<file path="src/rtl/csl_pkg.sv">
package csl_pkg;
  localparam logic [7:0] CMD_ACK      = 8'hF4;
  localparam logic [7:0] CMD_VALIDATE = 8'hFA;
  localparam logic [7:0] CMD_CLEAR    = 8'hF2;
  localparam logic [7:0] CMD_STALL    = 8'h43;
  localparam logic [7:0] CMD_UNSTALL  = 8'h42;
  localparam logic [6:0] CMD_STAT_HI  = 7'h68;  // 0xD0 / 0xD1
  localparam logic [3:0] CMD_ERR_HI   = 4'hA;   // 0xA0 .. 0xAF

  typedef struct packed {
    logic ack;
    logic val;
    logic clr;
    logic stall_set;
    logic stall_clr;
    logic stat_rd;
  } ep_cmd_t;
endpackage

</file>
<file path="src/rtl/csl_cmd_dec.sv">
module csl_cmd_dec
  import csl_pkg::*;
#(
  parameter int EP_W = 4
) (
  input  logic            cmd_valid,
  input  logic [7:0]      cmd_code,
  input  logic            cmd_ep,
  output ep_cmd_t         out_cmd,
  output ep_cmd_t         in_cmd,
  output logic            err_rd,
  output logic [EP_W-1:0] err_idx,
  output logic            stat_rd,
  output logic            stat_sel
);
  logic ack, val, clr, st_set, st_clr;

  always_comb begin
    ack      = cmd_valid && (cmd_code == CMD_ACK);
    val      = cmd_valid && (cmd_code == CMD_VALIDATE);
    clr      = cmd_valid && (cmd_code == CMD_CLEAR);
    st_set   = cmd_valid && (cmd_code == CMD_STALL);
    st_clr   = cmd_valid && (cmd_code == CMD_UNSTALL);
    stat_rd  = cmd_valid && (cmd_code[7:1] == CMD_STAT_HI);
    stat_sel = cmd_code[0];
    err_rd   = cmd_valid && (cmd_code[7:4] == CMD_ERR_HI);
    err_idx  = EP_W'(cmd_code[3:0]);

    out_cmd.ack       = ack    && !cmd_ep;
    out_cmd.val       = val    && !cmd_ep;
    out_cmd.clr       = clr    && !cmd_ep;
    out_cmd.stall_set = st_set && !cmd_ep;
    out_cmd.stall_clr = st_clr && !cmd_ep;
    out_cmd.stat_rd   = stat_rd && !stat_sel;

    in_cmd.ack        = ack    && cmd_ep;
    in_cmd.val        = val    && cmd_ep;
    in_cmd.clr        = clr    && cmd_ep;
    in_cmd.stall_set  = st_set && cmd_ep;
    in_cmd.stall_clr  = st_clr && cmd_ep;
    in_cmd.stat_rd    = stat_rd && stat_sel;
  end
endmodule

</file>
<file path="src/rtl/csl_ctrl_ep.sv">
module csl_ctrl_ep
  import csl_pkg::*;
#(
  parameter bit IS_OUT = 1'b1,  // endpoint that receives SETUP data
  parameter bit DBL    = 1'b1   // two buffers
) (
  input  logic       clk,
  input  logic       rst,
  input  logic       setup_in,
  input  logic       data_in,
  input  logic       data_pid,
  input  ep_cmd_t    cmd,
  input  logic       wr_busy,
  output logic [7:0] img,
  output logic       locked
);
  logic       stall_q, pid_q, ovr_q, setupt_q, sel_q, hw_q, lock_q;
  logic [1:0] full_q;

  always_ff @(posedge clk) begin
    if (rst) begin
      stall_q  <= 1'b0;
      full_q   <= 2'b00;
      pid_q    <= 1'b0;
      ovr_q    <= 1'b0;
      setupt_q <= 1'b0;
      sel_q    <= 1'b0;
      hw_q     <= 1'b0;
      lock_q   <= 1'b0;
    end else begin
      if (cmd.stall_set) stall_q <= 1'b1;
      if (cmd.stall_clr) stall_q <= 1'b0;
      if (cmd.ack) begin
        lock_q <= 1'b0;
        if (IS_OUT) setupt_q <= 1'b0;
      end
      // buffer commands only pass when unlocked
      if (!lock_q && cmd.val) begin
        full_q[sel_q] <= 1'b1;
        if (DBL) sel_q <= ~sel_q;
      end
      if (!lock_q && cmd.clr) begin
        full_q[sel_q] <= 1'b0;
        if (DBL) sel_q <= ~sel_q;
      end
      // engine side: OUT fills, IN drains
      if (data_in) begin
        full_q[hw_q] <= IS_OUT;
        pid_q        <= data_pid;
        if (DBL) hw_q <= ~hw_q;
      end
      if (cmd.stat_rd && !wr_busy) ovr_q <= 1'b0;
      // SETUP has the last word
      if (setup_in) begin
        lock_q  <= 1'b1;
        stall_q <= 1'b0;
        if (IS_OUT) begin
          if (lock_q && !stall_q) ovr_q <= 1'b1;
          setupt_q <= 1'b1;
          full_q   <= 2'b01;
          sel_q    <= 1'b0;
          hw_q     <= DBL;
          pid_q    <= 1'b0;
        end
      end
    end
  end

  assign img    = {stall_q, full_q[1], full_q[0], pid_q, ovr_q, setupt_q, sel_q, 1'b0};
  assign locked = lock_q;
endmodule

</file>
<file path="src/rtl/csl_err_store.sv">
module csl_err_store #(
  parameter int N_EP  = 16,
  parameter int ERR_W = 8,
  localparam int EP_W = $clog2(N_EP)
) (
  input  logic             clk,
  input  logic             rst,
  input  logic             we,
  input  logic [EP_W-1:0]  wa,
  input  logic [ERR_W-1:0] wd,
  input  logic [EP_W-1:0]  ra,
  output logic [ERR_W-1:0] rd
);
  logic [ERR_W-1:0] mem [N_EP];
  logic [N_EP-1:0]  vld_q;
  logic [ERR_W-1:0] mem_q;
  logic             vld_rd_q;

  // storage without reset so it maps to RAM
  always_ff @(posedge clk) begin
    if (we) mem[wa] <= wd;
    mem_q <= mem[ra];
  end

  // per-entry written flags give the zero-after-reset view
  always_ff @(posedge clk) begin
    if (rst) begin
      vld_q    <= '0;
      vld_rd_q <= 1'b0;
    end else begin
      if (we) vld_q[wa] <= 1'b1;
      vld_rd_q <= vld_q[ra];
    end
  end

  assign rd = vld_rd_q ? mem_q : '0;
endmodule

</file>
<file path="src/rtl/ctrl_setup_lock.sv">
module ctrl_setup_lock
  import csl_pkg::*;
#(
  parameter int N_EP     = 16,   // endpoint indices, at most 16
  parameter int ERR_W    = 8,
  parameter bit CTRL_DBL = 1'b1,
  localparam int EP_W    = $clog2(N_EP)
) (
  input  logic             clk,
  input  logic             rst,
  input  logic             ev_valid,
  input  logic             ev_setup,
  input  logic [EP_W-1:0]  ev_ep,
  input  logic             ev_pid,
  input  logic [ERR_W-1:0] ev_err,
  input  logic             setup_busy,
  input  logic             cmd_valid,
  input  logic [7:0]       cmd_code,
  input  logic             cmd_ep,
  output logic             rd_valid,
  output logic [7:0]       rd_data,
  output logic [1:0]       ep_lock
);
  ep_cmd_t         cmds [2];
  logic            err_rd, stat_rd, stat_sel;
  logic [EP_W-1:0] err_idx;
  logic            setup_hit;
  logic [1:0]      data_hit;
  logic [7:0]      img [2];
  logic [ERR_W-1:0] err_q;
  logic [7:0]      stat_q;
  logic            rd_v_q, rd_err_q;

  csl_cmd_dec #(.EP_W(EP_W)) u_dec (
    .cmd_valid (cmd_valid),
    .cmd_code  (cmd_code),
    .cmd_ep    (cmd_ep),
    .out_cmd   (cmds[0]),
    .in_cmd    (cmds[1]),
    .err_rd    (err_rd),
    .err_idx   (err_idx),
    .stat_rd   (stat_rd),
    .stat_sel  (stat_sel)
  );

  assign setup_hit = ev_valid && ev_setup && (ev_ep == '0);

  for (genvar e = 0; e < 2; e++) begin : g_ep
    assign data_hit[e] = ev_valid && !ev_setup && (ev_ep == EP_W'(e)) && (ev_err == '0);
    csl_ctrl_ep #(.IS_OUT(e == 0), .DBL(CTRL_DBL)) u_ep (
      .clk      (clk),
      .rst      (rst),
      .setup_in (setup_hit),
      .data_in  (data_hit[e]),
      .data_pid (ev_pid),
      .cmd      (cmds[e]),
      .wr_busy  (setup_busy),
      .img      (img[e]),
      .locked   (ep_lock[e])
    );
  end

  csl_err_store #(.N_EP(N_EP), .ERR_W(ERR_W)) u_err (
    .clk (clk),
    .rst (rst),
    .we  (ev_valid),
    .wa  (ev_ep),
    .wd  (ev_err),
    .ra  (err_idx),
    .rd  (err_q)
  );

  always_ff @(posedge clk) begin
    if (rst) begin
      stat_q   <= 8'h00;
      rd_v_q   <= 1'b0;
      rd_err_q <= 1'b0;
    end else begin
      rd_v_q   <= stat_rd || err_rd;
      rd_err_q <= err_rd;
      if (stat_rd) stat_q <= img[stat_sel];
    end
  end

  assign rd_valid = rd_v_q;
  assign rd_data  = !rd_v_q ? 8'h00 : (rd_err_q ? 8'(err_q) : stat_q);
endmodule

</file>
<file path="config.mk">
export PLATFORM = sky130hd
export DESIGN_NAME = ctrl_setup_lock
export DESIGN_NICKNAME = d
export VERILOG_FILES = /design/src/rtl/csl_pkg.sv /design/src/rtl/csl_cmd_dec.sv /design/src/rtl/csl_ctrl_ep.sv /design/src/rtl/csl_err_store.sv /design/src/rtl/ctrl_setup_lock.sv
export SDC_FILE = /design/constraint.sdc
export NUM_CORES = 1
export LEC_CHECK = 0
export BUFFER_PORTS_ARGS = -buffer_cell sky130_fd_sc_hd__buf_4
export CORE_MARGIN = 2
export CORE_UTILIZATION = 55
export CTS_CLUSTER_SIZE = 20
export DETAILED_ROUTE_END_ITERATION = 6
export GPL_TIMING_DRIVEN = 0
export PLACE_DENSITY_LB_ADDON = 0.12
export SLEW_MARGIN = 20
export SYNTH_ARGS = -nofsm -noshare
export SYNTH_HDL_FRONTEND = slang
export SYNTH_HIERARCHICAL = 1
export SYNTH_SLANG_ARGS = --single-unit
</file>
<file path="constraint.sdc">
create_clock -name clk -period 5.35 [get_ports clk]
set_clock_uncertainty 0.15 [all_clocks]
set_input_delay 0.535 -clock clk [delete_from_list [all_inputs] [get_ports clk]]
set_output_delay 0.535 -clock clk [all_outputs]
set_load 0.005 [all_outputs]
</file>
# Word level (Yosys, flattened, before mapping)
# Memory sizes are Yosys's and may differ from the RTL's. A register that Yosys moved wholly into a read port is not among the register bits.
# Cells that the tools add are included.
dict set report classes {
  add_sub_neg 0
  n_mul 0
  n_div 0
  magnitude_cmp 12
  n_eq_ne 8
  n_shift 0
  muxes 44
  n_bitwise 15
  reduce_logical 54
}
# cell n
set op_table {}
lappend op_table {{$mux W8} 6}
lappend op_table {{$logic_and A1 B1 Y1} 36}
lappend op_table {{$eq A8 B8 Y1 const B} 3}
lappend op_table {{$mux W1} 22}
lappend op_table {{$mux W2} 10}
lappend op_table {{$eq A8 B7 Y1 const B} 2}
lappend op_table {{$or A16 B16 Y16} 1}
lappend op_table {{$lt A4 B5 Y1 const B} 2}
lappend op_table {{$reduce_bool A2 Y1} 5}
lappend op_table {{$logic_not A8 Y1} 1}
lappend op_table {{$lt A1 B2 Y1 const B} 4}
lappend op_table {{$eq A7 B7 Y1 const B} 1}
lappend op_table {{$logic_not A1 Y1} 7}
lappend op_table {{$and A2 B2 Y2} 3}
lappend op_table {{$not A2 Y2} 3}
lappend op_table {{$or A2 B2 Y2} 3}
lappend op_table {{$reduce_or A3 Y1} 2}
lappend op_table {{$bmux W1 S4} 1}
lappend op_table {{$demux W1 S1} 4}
lappend op_table {{$demux W1 S4} 1}
lappend op_table {{$eq A4 B1 Y1 const B} 1}
lappend op_table {{$eq A4 B4 Y1 const B} 1}
lappend op_table {{$ge A1 B1 Y1 const B} 4}
lappend op_table {{$ge A4 B1 Y1 const B} 1}
lappend op_table {{6 further kinds} 9}
dict set report word_totals {
  register_bits 42
  latchBits 0
  mem_bits_rw 128
  romBits 0
  in_bits 28
  out_inout_bits 11
  word_cells 153
  memories 1
}
# memory words width read_ports rd_ports_with_merged_regs wr line_no
set memory_table {}
lappend memory_table {u_err.mem 16 8 1 1 1 csl_err_store.sv:14} ;# logic [ERR_W-1:0] mem [N_EP];

# Logic depth before layout (Yosys ltp)
dict set report depth {
  word_depth 13
  ltp_mapped 7
  mapped_depth_nobuf 5
}

# Hierarchy
# Netlist, hierarchy kept.
# mod n_inst cells_per_inst area_each_um2 seq_area_each_um2
set modules_own_cells {}
lappend modules_own_cells {csl_err_store 1 295 5741.8 4344.2}
lappend modules_own_cells {ctrl_setup_lock 1 67 603.1 200.2}
lappend modules_own_cells {{csl_ctrl_ep at g_ep[0].u_ep} 1 45 389.1 160.2}
lappend modules_own_cells {{csl_ctrl_ep at g_ep[1].u_ep} 1 36 342.8 140.1}
lappend modules_own_cells {csl_cmd_dec 1 33 264.0 0.0}

# Least setup slack after synthesis
# Ideal clock, no wire load.
dict set report synth_timing {
  kind {input-to-reg}
  from {input ev_ep[3]}
  to {memory u_err.mem[0][0] (enable)}
  setup_time_ns 0.386
  arrival_time_ns 1.694
  t_required_ns 4.814
  path_slack_ns 3.121
  stages 2
  cell_sequence {or3b_2 -> nor3_1}
}
# item line_no
set synth_rtl {}
lappend synth_rtl {{start, declared} ctrl_setup_lock.sv:13} ;# input logic [EP_W-1:0] ev_ep,
lappend synth_rtl {{end, declared} csl_err_store.sv:14}
# Straight into the memory's write port.

==> flow_summary.ini <==
[outcome]
status = finished clean

[power]
p_leak_nw = 2.870
switchingPower_mw = 0.5953
ir_worst_vdd_mv = 0.2964
power_mw = 2.964
sw_frac_of_total_pct = 20.09
power.internal_mw = 2.368
sequentialPowerShare_pct = 51.2
p_clk_share_pct = 43.1
p_per_area_mw_per_mm2 = 349.2
pwr-share-comb_pct = 5.7

[timing]
setup_viol = 0
worst-slew-pin-transition_ns = 0.9537
maxSlewViolCount = 0
fmax_mhz = 437.0
fin_crit_sh_pct = 42.77
rsz0062_at_grt = no
tns_ns = 0
period_needed_ns = 2.288
slew-limit-headroom_pct = 36.19
setup_ws_ns = 3.062
whs_ns = 0.2352
hold_viol = 0

[die]
initial_core_util_pct = 55.81
die_w_um = 119.5
die_area_mm2 = 0.01427
ioPinCount = 39
core_mm2 = 0.01314
die_y_um = 119.5
rows = 42

[place]
place_inst = 691
port-buffer-count = 37
gp_congestion = 0.8821
dpl_worst_slack_ns = 2.582
hpwl_um = 10380

[final_layout]
nNetsFinal = 562
fillers = 964
final_cells = 724
area_growth_pct = 15.73
drive_gt1_share_pct = 26.51

[routing]
dr.pass1.iters = 5
drt_iter0_drc = 384
via_per_inst = 5.811
wl_per_cell_um = 21.41
drc_errors = 0
num_vias = 4207
wl_um = 15500
ant_nets = 0

[critical_path]
cp-end-kind = flop
crit_family = buffers and inverters
path_common_cell = buf_4
critPathBufInv = 4
max_stage_delay_ns = 0.49
path_max_fanout = 10
cp.arrival_ns = 2.44
crit_type = input pin to flop
critPathRequiredTime_ns = 5.50
cp_slowest_cell = clkbuf_1
worstPathCellList = buf_4 > buf_4 > clkbuf_1 > buf_2 > mux4_1 > a221o_1
critPathLaunchType = input pin

[synth]
syn_avg_cell_area_um2 = 15.47
syn_area_mm2 = 0.007332
synthCells = 474
yosysWarnings = 6

[global_routing]
grt_pass1_vias = 4113
grt_use_total_pct = 23.04
overflow = 0
grt_pass1_wl_um = 23490
antenna_found_initial = 0
grt_max_degree = 18

[clock_tree]
clk-insertion-delay-late_ns = 0.42
clock_path_buffers = 2
hold_buffers = 0
cts.clk_slew.worst_paths_ns = 0.07
cts.sinks = 178
cts_made_buffers = 17
cts_resized = 0
cts_tree = done
htree_levels = 4
clockRootBuffer = clkbuf_16
post-cts-setup-buffer-count = 0

[flow_run]
cap_violations = 0

[hold_path]
hp-class = input pin to flop
[power by group through the flow]
stage	Combinational, mW	Sequential, mW	Clock, mW
floorplan	0.0967	1.54	0
finish	0.170	1.52	1.28
detailed placement	0.170	1.55	0
global route	0.182	1.52	1.35
CTS	0.170	1.52	1.29
global placement	0.165	1.54	0
[sequential cells by signal, indices dropped and copies added (netlist names)]
| register | count |
|---|---|
| u_err/vld_rd_q | 1 |
| stat_q | 8 |
| rd_err_q | 1 |
| g_ep.u_ep/hw_q | 2 |
| g_ep.u_ep/locked | 2 |
| g_ep.u_ep/full_q | 4 |
| u_err/mem | 128 |
| g_ep.u_ep/ovr_q | 1 |
| u_err/vld_q | 16 |
| g_ep.u_ep/pid_q | 2 |
| g_ep.u_ep/sel_q | 2 |
| rd_valid | 1 |
| u_err/mem_q | 8 |
| g_ep.u_ep/stall_q | 2 |
[metal layers]
layer / up-vias / wire, µm / global-route usage [%]
met5: - / 0 / 0
met4: 0 / 157 / 5.735
met3: 13 / 831 / 5.220
met2: 125 / 7732 / 36.79
met1: 2124 / 6778 / 32.50
li1: 1945 / - / -
[path summary, 6_finish.rpt]
| kind | start | slack [ns] | endpoint | depth (start not counted) |
|---|---|---|---|---|
| max | cmd_code[1] | 3.06 | u_err/mem_q[2]$_DFF_P_ | 6 |
| min | rst | 0.24 | g_ep[1].u_ep/locked$_SDFFE_PP0P_ | 2 |
| max reg2reg | u_err/mem[9][0]$_DFFE_PP_ | 3.59 | u_err/mem_q[0]$_DFF_P_ | 3 |
| min reg2reg | g_ep[1].u_ep/full_q[0]$_SDFF_PP0_ | 0.32 | g_ep[1].u_ep/full_q[0]$_SDFF_PP0_ | 2 |
[stage by stage]
stage	cell area [µm²]	util, %
after floorplan	7340	-
after global placement	7838	59.66
after detailed placement	7873	59.92
after CTS	8483	64.57
after global routing	8483	64.57
final	8486	64.59
[placed cells by master (no fill, tap or decap), types with 5 or more instances in the layout]
cell,instances
inv_1,7
clkinv_2,5
buf_4,58
a211oi_1,8
edfxtp_1,128
clkbuf_1,9
nand2_1,6
mux2i_1,20
dfxtp_1,50
a221o_1,8
buf_2,7
a21oi_1,8
nand4bb_1,6
a22o_1,8
nor3_2,6
nor2b_1,12
clkbuf_16,17
nor4_1,10
and2_1,9
mux4_2,30
nor2_1,65
[final cells by class]
| type | count | area, µm² | share of cell area [%] |
|---|---|---|---|
| timing repair buffer | 39 | 292.8 | 3.450 |
| sequential | 178 | 4845 | 57.09 |
| antenna | 1 | 2.502 | 0.02949 |
| clock inverter | 12 | 163.9 | 1.932 |
| multi-input combinational | 254 | 2255 | 26.57 |
| buffer | 37 | 234.0 | 2.757 |
| tap | 176 | 220.2 | 2.595 |
| inverter | 7 | 26.28 | 0.3096 |
| clock buffer | 20 | 446.7 | 5.264 |
(Power assumes the default switching activity.)
